--- src/rtl/refpfd_pkg.sv ---
package refpfd_pkg;

    localparam int NUM_LOOPS = 2;
    localparam int LOOP_TX   = 0;
    localparam int LOOP_RX   = 1;

    // Comparator condition: idle (pin floats), pumping up, pumping down
    typedef enum logic [1:0] {
        PD_IDLE = 2'd0,
        PD_UP   = 2'd1,
        PD_DN   = 2'd2
    } pd_state_e;

    typedef struct packed {
        logic up;
        logic dn;
        logic oe;
    } pump_t;

    function automatic pump_t pump_of(pd_state_e s);
        pump_t p;
        p.up = (s == PD_UP);
        p.dn = (s == PD_DN);
        p.oe = (s != PD_IDLE);
        return p;
    endfunction

    function automatic int half_of(int div);
        return div / 2;
    endfunction

endpackage

--- src/rtl/refpfd_divider.sv ---
module refpfd_divider
    import refpfd_pkg::*;
#(
    parameter int REF_DIV = 2048
) (
    input  logic clk,
    input  logic rst,
    output logic tone,
    output logic ref_evt
);

    localparam int HALF = half_of(REF_DIV);
    localparam int CW   = (HALF > 1) ? $clog2(HALF) : 1;
    localparam logic [CW-1:0] LAST = CW'(HALF - 1);

    logic [CW-1:0] cnt;
    logic          wrap;

    assign wrap    = (cnt == LAST);
    // reference event: the edge on which the tone goes from low to high
    assign ref_evt = wrap & ~tone;

    always_ff @(posedge clk) begin
        if (rst) begin
            cnt  <= '0;
            tone <= 1'b0;
        end else if (wrap) begin
            cnt  <= '0;
            tone <= ~tone;
        end else begin
            cnt  <= cnt + 1'b1;
        end
    end

endmodule

--- src/rtl/refpfd_detector.sv ---
module refpfd_detector
    import refpfd_pkg::*;
(
    input  logic  clk,
    input  logic  rst,
    input  logic  en,
    input  logic  ref_evt,
    input  logic  fb,
    output pump_t pump
);

    pd_state_e state, state_nx;
    logic      fb_q;
    logic      fb_evt;

    assign fb_evt = fb & ~fb_q;

    always_comb begin
        state_nx = state;
        unique case (state)
            PD_IDLE: begin
                if (ref_evt && !fb_evt)      state_nx = PD_UP;
                else if (fb_evt && !ref_evt) state_nx = PD_DN;
            end
            PD_UP:   if (fb_evt)  state_nx = PD_IDLE;
            PD_DN:   if (ref_evt) state_nx = PD_IDLE;
            default: state_nx = PD_IDLE;
        endcase
    end

    always_ff @(posedge clk) begin
        if (rst) begin
            fb_q  <= 1'b0;
            state <= PD_IDLE;
        end else begin
            fb_q  <= fb;
            state <= en ? state_nx : PD_IDLE;
        end
    end

    assign pump = pump_of(state);

endmodule

--- src/rtl/refdiv_dual_pfd.sv ---
module refdiv_dual_pfd
    import refpfd_pkg::*;
#(
    parameter int REF_DIV = 2048
) (
    input  logic clk,
    input  logic rst,
    input  logic standby_n,
    input  logic tx_fb,
    input  logic rx_fb,
    output logic ref_tone,
    output logic tx_up,
    output logic tx_dn,
    output logic tx_oe,
    output logic rx_up,
    output logic rx_dn,
    output logic rx_oe
);

    logic                 ref_evt;
    logic [NUM_LOOPS-1:0] loop_en;
    logic [NUM_LOOPS-1:0] loop_fb;
    pump_t                pumps [NUM_LOOPS];

    refpfd_divider #(.REF_DIV(REF_DIV)) u_div (
        .clk     (clk),
        .rst     (rst),
        .tone    (ref_tone),
        .ref_evt (ref_evt)
    );

    assign loop_en[LOOP_TX] = standby_n;
    assign loop_en[LOOP_RX] = 1'b1;
    assign loop_fb[LOOP_TX] = tx_fb;
    assign loop_fb[LOOP_RX] = rx_fb;

    for (genvar g = 0; g < NUM_LOOPS; g++) begin : g_loop
        refpfd_detector u_det (
            .clk     (clk),
            .rst     (rst),
            .en      (loop_en[g]),
            .ref_evt (ref_evt),
            .fb      (loop_fb[g]),
            .pump    (pumps[g])
        );
    end

    assign tx_up = pumps[LOOP_TX].up;
    assign tx_dn = pumps[LOOP_TX].dn;
    assign tx_oe = pumps[LOOP_TX].oe;
    assign rx_up = pumps[LOOP_RX].up;
    assign rx_dn = pumps[LOOP_RX].dn;
    assign rx_oe = pumps[LOOP_RX].oe;

endmodule

--- config.mk ---
export PLATFORM = sky130hd
export DESIGN_NAME = refdiv_dual_pfd
export DESIGN_NICKNAME = d
export VERILOG_FILES = /design/src/rtl/refpfd_pkg.sv /design/src/rtl/refpfd_divider.sv /design/src/rtl/refpfd_detector.sv /design/src/rtl/refdiv_dual_pfd.sv
export SDC_FILE = /design/constraint.sdc
export NUM_CORES = 1
export LEC_CHECK = 0
export BUFFER_PORTS_ARGS = -buffer_cell sky130_fd_sc_hd__buf_2
export CORE_UTILIZATION = 57
export CTS_CLUSTER_DIAMETER = 50
export DETAILED_ROUTE_END_ITERATION = 6
export PLACE_DENSITY_LB_ADDON = 0.15
export REMOVE_ABC_BUFFERS = 1
export SETUP_SLACK_MARGIN = 0.4
export SYNTH_ARGS = -nofsm -noshare
export SYNTH_HDL_FRONTEND = slang
export SYNTH_SLANG_ARGS = --single-unit
--- constraint.sdc ---
create_clock -name clk -period 2.9 [get_ports clk]
set_clock_uncertainty 0.1 [all_clocks]
set_input_delay 0.435 -clock clk [delete_from_list [all_inputs] [get_ports clk]]
set_output_delay 0.435 -clock clk [all_outputs]
set_load 0.02 [all_outputs]
==> results of run 1 <==
-- where the power goes --
| part | switching, mW | internal (mW) | total (mW) |
|---|---|---|---|
| clock network | 0.0664 | 0.0533 | 0.120 |
| logic | 0.0208 | 0.0187 | 0.0396 |
| registers | 0.0125 | 0.245 | 0.258 |
-- synthesized netlist by cell type --
cell type	n	area [sq um]
o311ai_1	1	8.76
o31ai_4	1	21.3
o21ai_0	3	15.0
ha_1	1	12.5
a21oi_1	5	25.0
nor3b_1	1	7.51
nand3_4	1	17.5
nor2b_1	6	37.5
o21a_1	1	7.51
buf_6	1	11.3
o31a_1	1	8.76
nor4_1	3	18.8
nor4_4	1	21.3
xnor2_1	1	8.76
nand2b_1	1	6.26
clkbuf_1	1	3.75
inv_1	5	18.8
nor2_1	6	22.5
or3_1	3	18.8
nand4_2	1	12.5
dfxtp_1	17	340
a21o_1	1	7.51
o211a_1	1	10.0
nand3_1	5	25.0
nand4_1	1	6.26
nand2_1	4	15.0
or4b_1	1	10.0
a311o_1	1	10.0
o2111a_1	1	11.3
or2_2	2	12.5
xor2_1	2	17.5
a21oi_2	1	8.76
-- how the worst max path moves through the flow --
stage | endpoint | startpoint | depth (start not counted)
4_1_cts | g_loop[0].u_det.state[0] | u_div.cnt[0] | 4
3_3_place_gp | g_loop[0].u_det.state[0] | u_div.cnt[0] | 4
6_report | g_loop[0].u_det.state[0] | u_div.cnt[0] | 4
3_5_place_dp | g_loop[0].u_det.state[0] | u_div.cnt[0] | 4
5_1_grt | g_loop[0].u_det.state[0] | u_div.cnt[0] | 4
2_1_floorplan | u_div.tone | u_div.cnt[0] | 4
-- cells by family after synthesis --
kind of cell    after synthesis  share of synthesized area [%]
simple gates                 36                           29.7
compound gates               17                           17.2
flops                        17                           43.7
buf+inv                       7                           4.34
xor+xnor                      3                           3.38
fa+ha+maj                     1                           1.61
-- worst register-to-register path: stages (launching register included) --
cell and delay (ps):
dfxtp_1 400, ha_1 290, nand4_2 230, nor4_4 390, o2111a_1 210
-- layout make-up --
cell class	instances	area share (%)
multi-input cells	57	46.9
repair buffers	11	6.39
well taps	14	2.03
clock buffers	4	3.05
inverters	5	2.18
flip-flops and latches	17	39.5
-- per-layer routing --
layer	wire, um	vias to the layer above	share of wire, %	global-route usage [%]
li1	-	315	-	-
met1	644	289	51	25.1
met2	558	9	44	28.7
met3	37	2	3.0	3.47
met4	14	0	1.1	12.9
met5	0	-	0	0
-- flip-flops by register name (all words and copies together) (netlist names) --
name and count:
g_loop.u_det.fb_q 2, g_loop.u_det.state 4, u_div.cnt 10, u_div.tone 1
-- stage by stage --
step / hold slack, ps / worst slack [ps] / instances / util, %
floorplan: 341 / 1420 / 79 / -
global placement: 356 / 1340 / 104 / 70.5
detailed placement: 372 / 1250 / 104 / 70.5
CTS: 270 / 1220 / 108 / 72.7
global route: 289 / 1130 / 108 / 72.7
finish: 282 / 1230 / 108 / 72.7
==> flow_metrics.py, run 1 <==
metrics = {
    "floorplanning": {
        "row_count": 12,
        "dieArea_sq_mm": 0.00152,
        "pin_count": 12,
        "start_util_pct": 65.6,
        "die_h_um": 39.0,
        "dieWidth_um": 39.0,
        "core_area_sq_mm": 0.00119,
    },
    "critical_path": {
        "required_ps": 3030,
        "cpPeakStageDelay_ps": 400,
        "worstPathCellList": "ha_1, nand4_2, nor4_4, o2111a_1",
        "worstReg2RegEnd": "g_loop[0].u_det.state[0]",
        "cp-start-kind": "flip-flop",
        "r2r-start": "u_div.cnt[0]",
        "r2r_setup_slack_ps": 1230,
        "end_kind": "flip-flop",
        "cp_top_family": "simple AND/OR/NAND/NOR gates",
        "ff2ff_path_depth": 4,
        "worst-path-max-fanout": 5,
        "crit_arrival_ps": 1800,
        "crit_slowest_cell": "dfxtp_1",
        "crit_buf_inv": 0,
        "crit_type": "reg -> reg",
    },
    "drt": {
        "vias": 615,
        "wl_per_cell_um": 11.6,
        "drt_iter0_drc": 9,
        "first_pass_iters": 4,
        "drc": 0,
        "vias_per_cell": 5.69,
        "ant_nets": 0,
        "totalWireLength_mm": 1.25,
    },
    "global_route": {
        "grt_antenna_before_repair": 0,
        "grt_pass1_vias": 482,
        "grt_max_degree": 14,
        "grt_use_total_pct": 19.4,
        "grt_overflow_total": 0,
        "grt_pass1_wl_mm": 1.96,
    },
    "clocking": {
        "post_cts_resized": 0,
        "hold_buffers": 0,
        "clk_pin_slew_ps": 90,
        "post-cts-setup-buffer-count": 0,
        "h-tree-depth": 1,
        "clkLatencyLatePin_ps": 280,
        "cts_tree": "yes",
        "cts.sinks": 17,
        "root_buffer": "clkbuf_4",
        "clockBufferDepth": 2,
        "cts_buffers": 3,
    },
    "synth": {
        "synthCells": 81,
        "avgSynthCellArea_sq_um": 9.61,
        "synth_area_sq_um": 778,
        "yosys_warnings": 0,
        "yosysSeqAreaShare_pct": 43.7,
        "yosysUniqueCellTypes": 32,
        "ys_seq_elements": 17,
    },
    "placement": {
        "place.gp.congestion": 0.692,
        "dpl_cell_area_sq_um": 836,
        "dp_hpwl_um": 939,
        "portBuffers": 11,
    },
    "layout": {
        "layout_common_cells": "dfxtp_1, buf_2, nor2b_1, nor2_1",
        "nNetsFinal": 101,
        "drive_above_1_share_pct": 22.3,
        "seq_area_sq_um": 340,
        "antenna_cells": 0,
        "final_common_cell": "dfxtp_1",
        "multi_input_comb_area_sq_um": 404,
        "stdcell_area_sq_um": 862,
        "nFillCells": 86,
        "syn2layout_area_growth_pct": 10.8,
    },
    "min_path": {
        "min_path_cells": 2,
        "hold_path_class": "in -> reg",
        "hold_path_end": "g_loop[0].u_det.fb_q",
        "min_from": "tx_fb",
    },
    "power": {
        "powerDensity_mw_per_mm2": 484,
        "leakage_nw": 0.350,
        "peakVddDrop_mv": 0.358,
        "finalPower_mw": 0.417,
    },
    "timing": {
        "hold_violations": 0,
        "worstMarginPinSlew_ps": 351,
        "rsz0062_at_grt": "false",
        "max_freq_mhz": 597,
        "setup_violations": 0,
        "finalSetupTns_ps": 0,
        "slew_viol_final": 0,
        "finalCriticalPeriod_ps": 1670,
        "timing.final.crit_share_pct": 57.7,
        "slew_headroom_pct": 76.5,
    },
    "outcome": {
        "run_status": "finished, final reports clean",
    },
    "flow_run": {
        "drv_cap": 0,
    },
}
Note: power is estimated with default switching activity, not from simulation.
==> inputs of run 2 (changes only) <==
--- a/config.mk
+++ b/config.mk
@@ -6,7 +6,7 @@
 export NUM_CORES = 1
 export LEC_CHECK = 0
 export BUFFER_PORTS_ARGS = -buffer_cell sky130_fd_sc_hd__buf_2
-export CORE_UTILIZATION = 57
+export CORE_UTILIZATION = 48
 export CTS_CLUSTER_DIAMETER = 50
 export DETAILED_ROUTE_END_ITERATION = 6
 export PLACE_DENSITY_LB_ADDON = 0.15
==> constraint.sdc (replaced) <==
create_clock -name clk -period 1.4 [get_ports clk]
set_clock_uncertainty 0.1 [all_clocks]
set_input_delay 0.21 -clock clk [delete_from_list [all_inputs] [get_ports clk]]
set_output_delay 0.21 -clock clk [all_outputs]
set_load 0.02 [all_outputs]
==> run 2 against run 1 <==
Global-route usage is 3.0 points higher. Flip-flop and latch count unchanged. Die area rose by 18%. Clock-buffer cell count down 1. Critical path type is now reg -> out. Final cell count grew 19%. Core utilization up 5.3 points.
==> flow_metrics.py, run 2 (synthesized netlist as in run 1, its figures left out) <==
metrics = {
    "drt": {
        "drt_iter0_drc": 13,
        "ant_nets": 0,
        "totalWireLength_mm": 1.92,
        "vias_per_cell": 5.47,
        "first_pass_iters": 4,
        "vias": 705,
        "wl_per_cell_um": 14.9,
        "drc": 0,
    },
    "critical_path": {
        "cp_num_cells": 3,
        "crit_arrival_ps": 1030,
        "required_ps": 1090,
        "cp_top_family": "flip-flops",
        "worstPathCellList": "buf_6, nor2b_4, buf_6",
        "path_common_cell": "buf_6",
        "cp-start-kind": "flip-flop",
        "cpPeakStageDelay_ps": 370,
        "worst-path-max-fanout": 3,
        "r2r-start": "u_div.cnt[2]",
        "crit_buf_inv": 2,
        "ff2ff_path_depth": 4,
        "crit_type": "reg -> out",
        "end_kind": "primary output",
        "r2r_setup_slack_ps": 70,
        "crit_slowest_cell": "dfxtp_2",
        "worstReg2RegEnd": "u_div.cnt[0]",
        "crit_end": "tx_up",
        "crit_start": "g_loop[0].u_det.state[0]",
    },
    "clocking": {
        "cts_buffers": 3,
        "root_buffer": "clkbuf_4",
        "clockBufferDepth": 2,
        "clkLatencyLatePin_ps": 290,
        "cts.sinks": 17,
        "cts_tree": "yes",
        "clk_pin_slew_ps": 100,
        "h-tree-depth": 1,
    },
    "layout": {
        "final_common_cell": "buf_4",
        "layout_common_cells": "buf_4, dfxtp_2, buf_6",
        "largest_reg_flops": 10,
        "antenna_cells": 0,
        "largestRegisters": "u_div.cnt (10), g_loop.u_det.state (4), g_loop.u_det.fb_q (2)",
        "stdcell_count": 129,
        "nFillCells": 93,
        "nNetsFinal": 120,
        "drive_above_1_share_pct": 57.5,
        "syn2layout_area_growth_pct": 51.0,
        "stdcell_area_sq_mm": 0.00117,
        "largest_register": "u_div.cnt",
    },
    "power": {
        "peakVddDrop_mv": 0.886,
        "finalPower_mw": 0.936,
        "powerDensity_mw_per_mm2": 797,
        "leakage_nw": 0.474,
    },
    "placement": {
        "place.gp.congestion": 0.718,
        "portBuffers": 11,
        "dpl_cell_area_sq_um": 891,
        "pre_cts_ws_ps": -53.7,
        "numPlacedInstances": 113,
        "dp_hpwl_um": 984,
    },
    "min_path": {
        "hold_path_class": "in -> reg",
    },
    "global_route": {
        "grt_max_degree": 12,
        "grt_overflow_total": 0,
        "grt_pass1_vias": 644,
        "grt_use_total_pct": 22.3,
        "grt_pass1_wl_mm": 2.92,
        "grt_antenna_before_repair": 0,
    },
    "floorplanning": {
        "dieWidth_um": 42.3,
        "row_count": 14,
        "dieArea_sq_mm": 0.00179,
        "core_area_sq_mm": 0.00151,
        "start_util_pct": 51.7,
        "pin_count": 12,
        "die_h_um": 42.3,
    },
    "timing": {
        "hold_violations": 0,
        "fin_ws_ps": 62.6,
        "slew_headroom_pct": 75.8,
        "hold_slack_ps": 53.4,
        "max_freq_mhz": 748,
        "worstMarginPinSlew_ps": 364,
        "slew_viol_final": 0,
        "rsz0062_at_grt": "true",
        "timing.final.crit_share_pct": 95.5,
        "finalCriticalPeriod_ps": 1340,
        "setup_violations": 0,
    },
    "flow_run": {
        "drv_cap": 0,
    },
    "outcome": {
        "run_status": "finished, final reports clean",
    },
}
run 2: changes by cell type in the layout (fill, tap and decap cells not counted), sizes merged:
cell and delta:
buf +19, clkinv +1, clkbuf -1
run 2: worst min path at each step:
stage | from | slack [ps] | cells past startpoint | end
after floorplan | rst | 180 | 1 | u_div.cnt[6]
after global placement | tx_fb | 340 | 2 | g_loop[0].u_det.fb_q
after detailed placement | tx_fb | 350 | 2 | g_loop[0].u_det.fb_q
after CTS | standby_n | 40 | 3 | g_loop[0].u_det.state[1]
after global routing | standby_n | 60 | 2 | g_loop[0].u_det.state[0]
final | rx_fb | 50 | 2 | g_loop[1].u_det.fb_q
run 2: timing repair:
| action | 4_1_cts | 5_1_grt |
|---|---|---|
| endpoints found under the setup margin | 22 | 22 |
| pin swaps | 16 | 6 |
| gates resized for setup | 42 | 13 |
| buffers inserted | 10 | 2 |
| hold buffers | 0 | 0 |
run 2: metal layers:
metal  GRT usage (%)  wire [um]  vias up
li1                -          -      356
met4            13.1         39        0
met2            35.7        955       11
met5               0          0        -
met3            2.59         41        4
met1            28.8        887      334
run 2: area by class of cell:
| class | instances | area [sq um] | area share [%] |
|---|---|---|---|
| clock buffers | 3 | 22.5 | 1.92 |
| clock inverters | 1 | 5.00 | 0.426 |
| flip-flops and latches | 17 | 363 | 30.9 |
| multi-input cells | 57 | 489 | 41.6 |
| well taps | 16 | 20.0 | 1.70 |
| inverters | 5 | 18.8 | 1.60 |
| repair buffers | 30 | 256 | 21.8 |
run 2: where the power goes:
| part | switching, mW | total (mW) | internal (mW) |
|---|---|---|---|
| sequential | 0.0317 | 0.541 | 0.509 |
| combinational | 0.0644 | 0.138 | 0.0732 |
| clock | 0.152 | 0.258 | 0.106 |
| total | 0.248 | 0.936 | 0.689 |
run 2: worst reg2reg max path, delay by kind of cell, from the launching register on:
kind / cells / cell delay (ps)
flip-flops: 1 / 360
AO/OA/AOI/OAI: 1 / 360
AND/OR/NAND/NOR: 2 / 220
buffers and inverters: 1 / 180
run 2: metrics by stage:
stage	setup TNS, ps	util, %
global route	0	78.0
floorplan	-365	-
CTS	0	73.7
finish	0	78.0
global placement	-23.6	59.1
detailed placement	-159	59.1
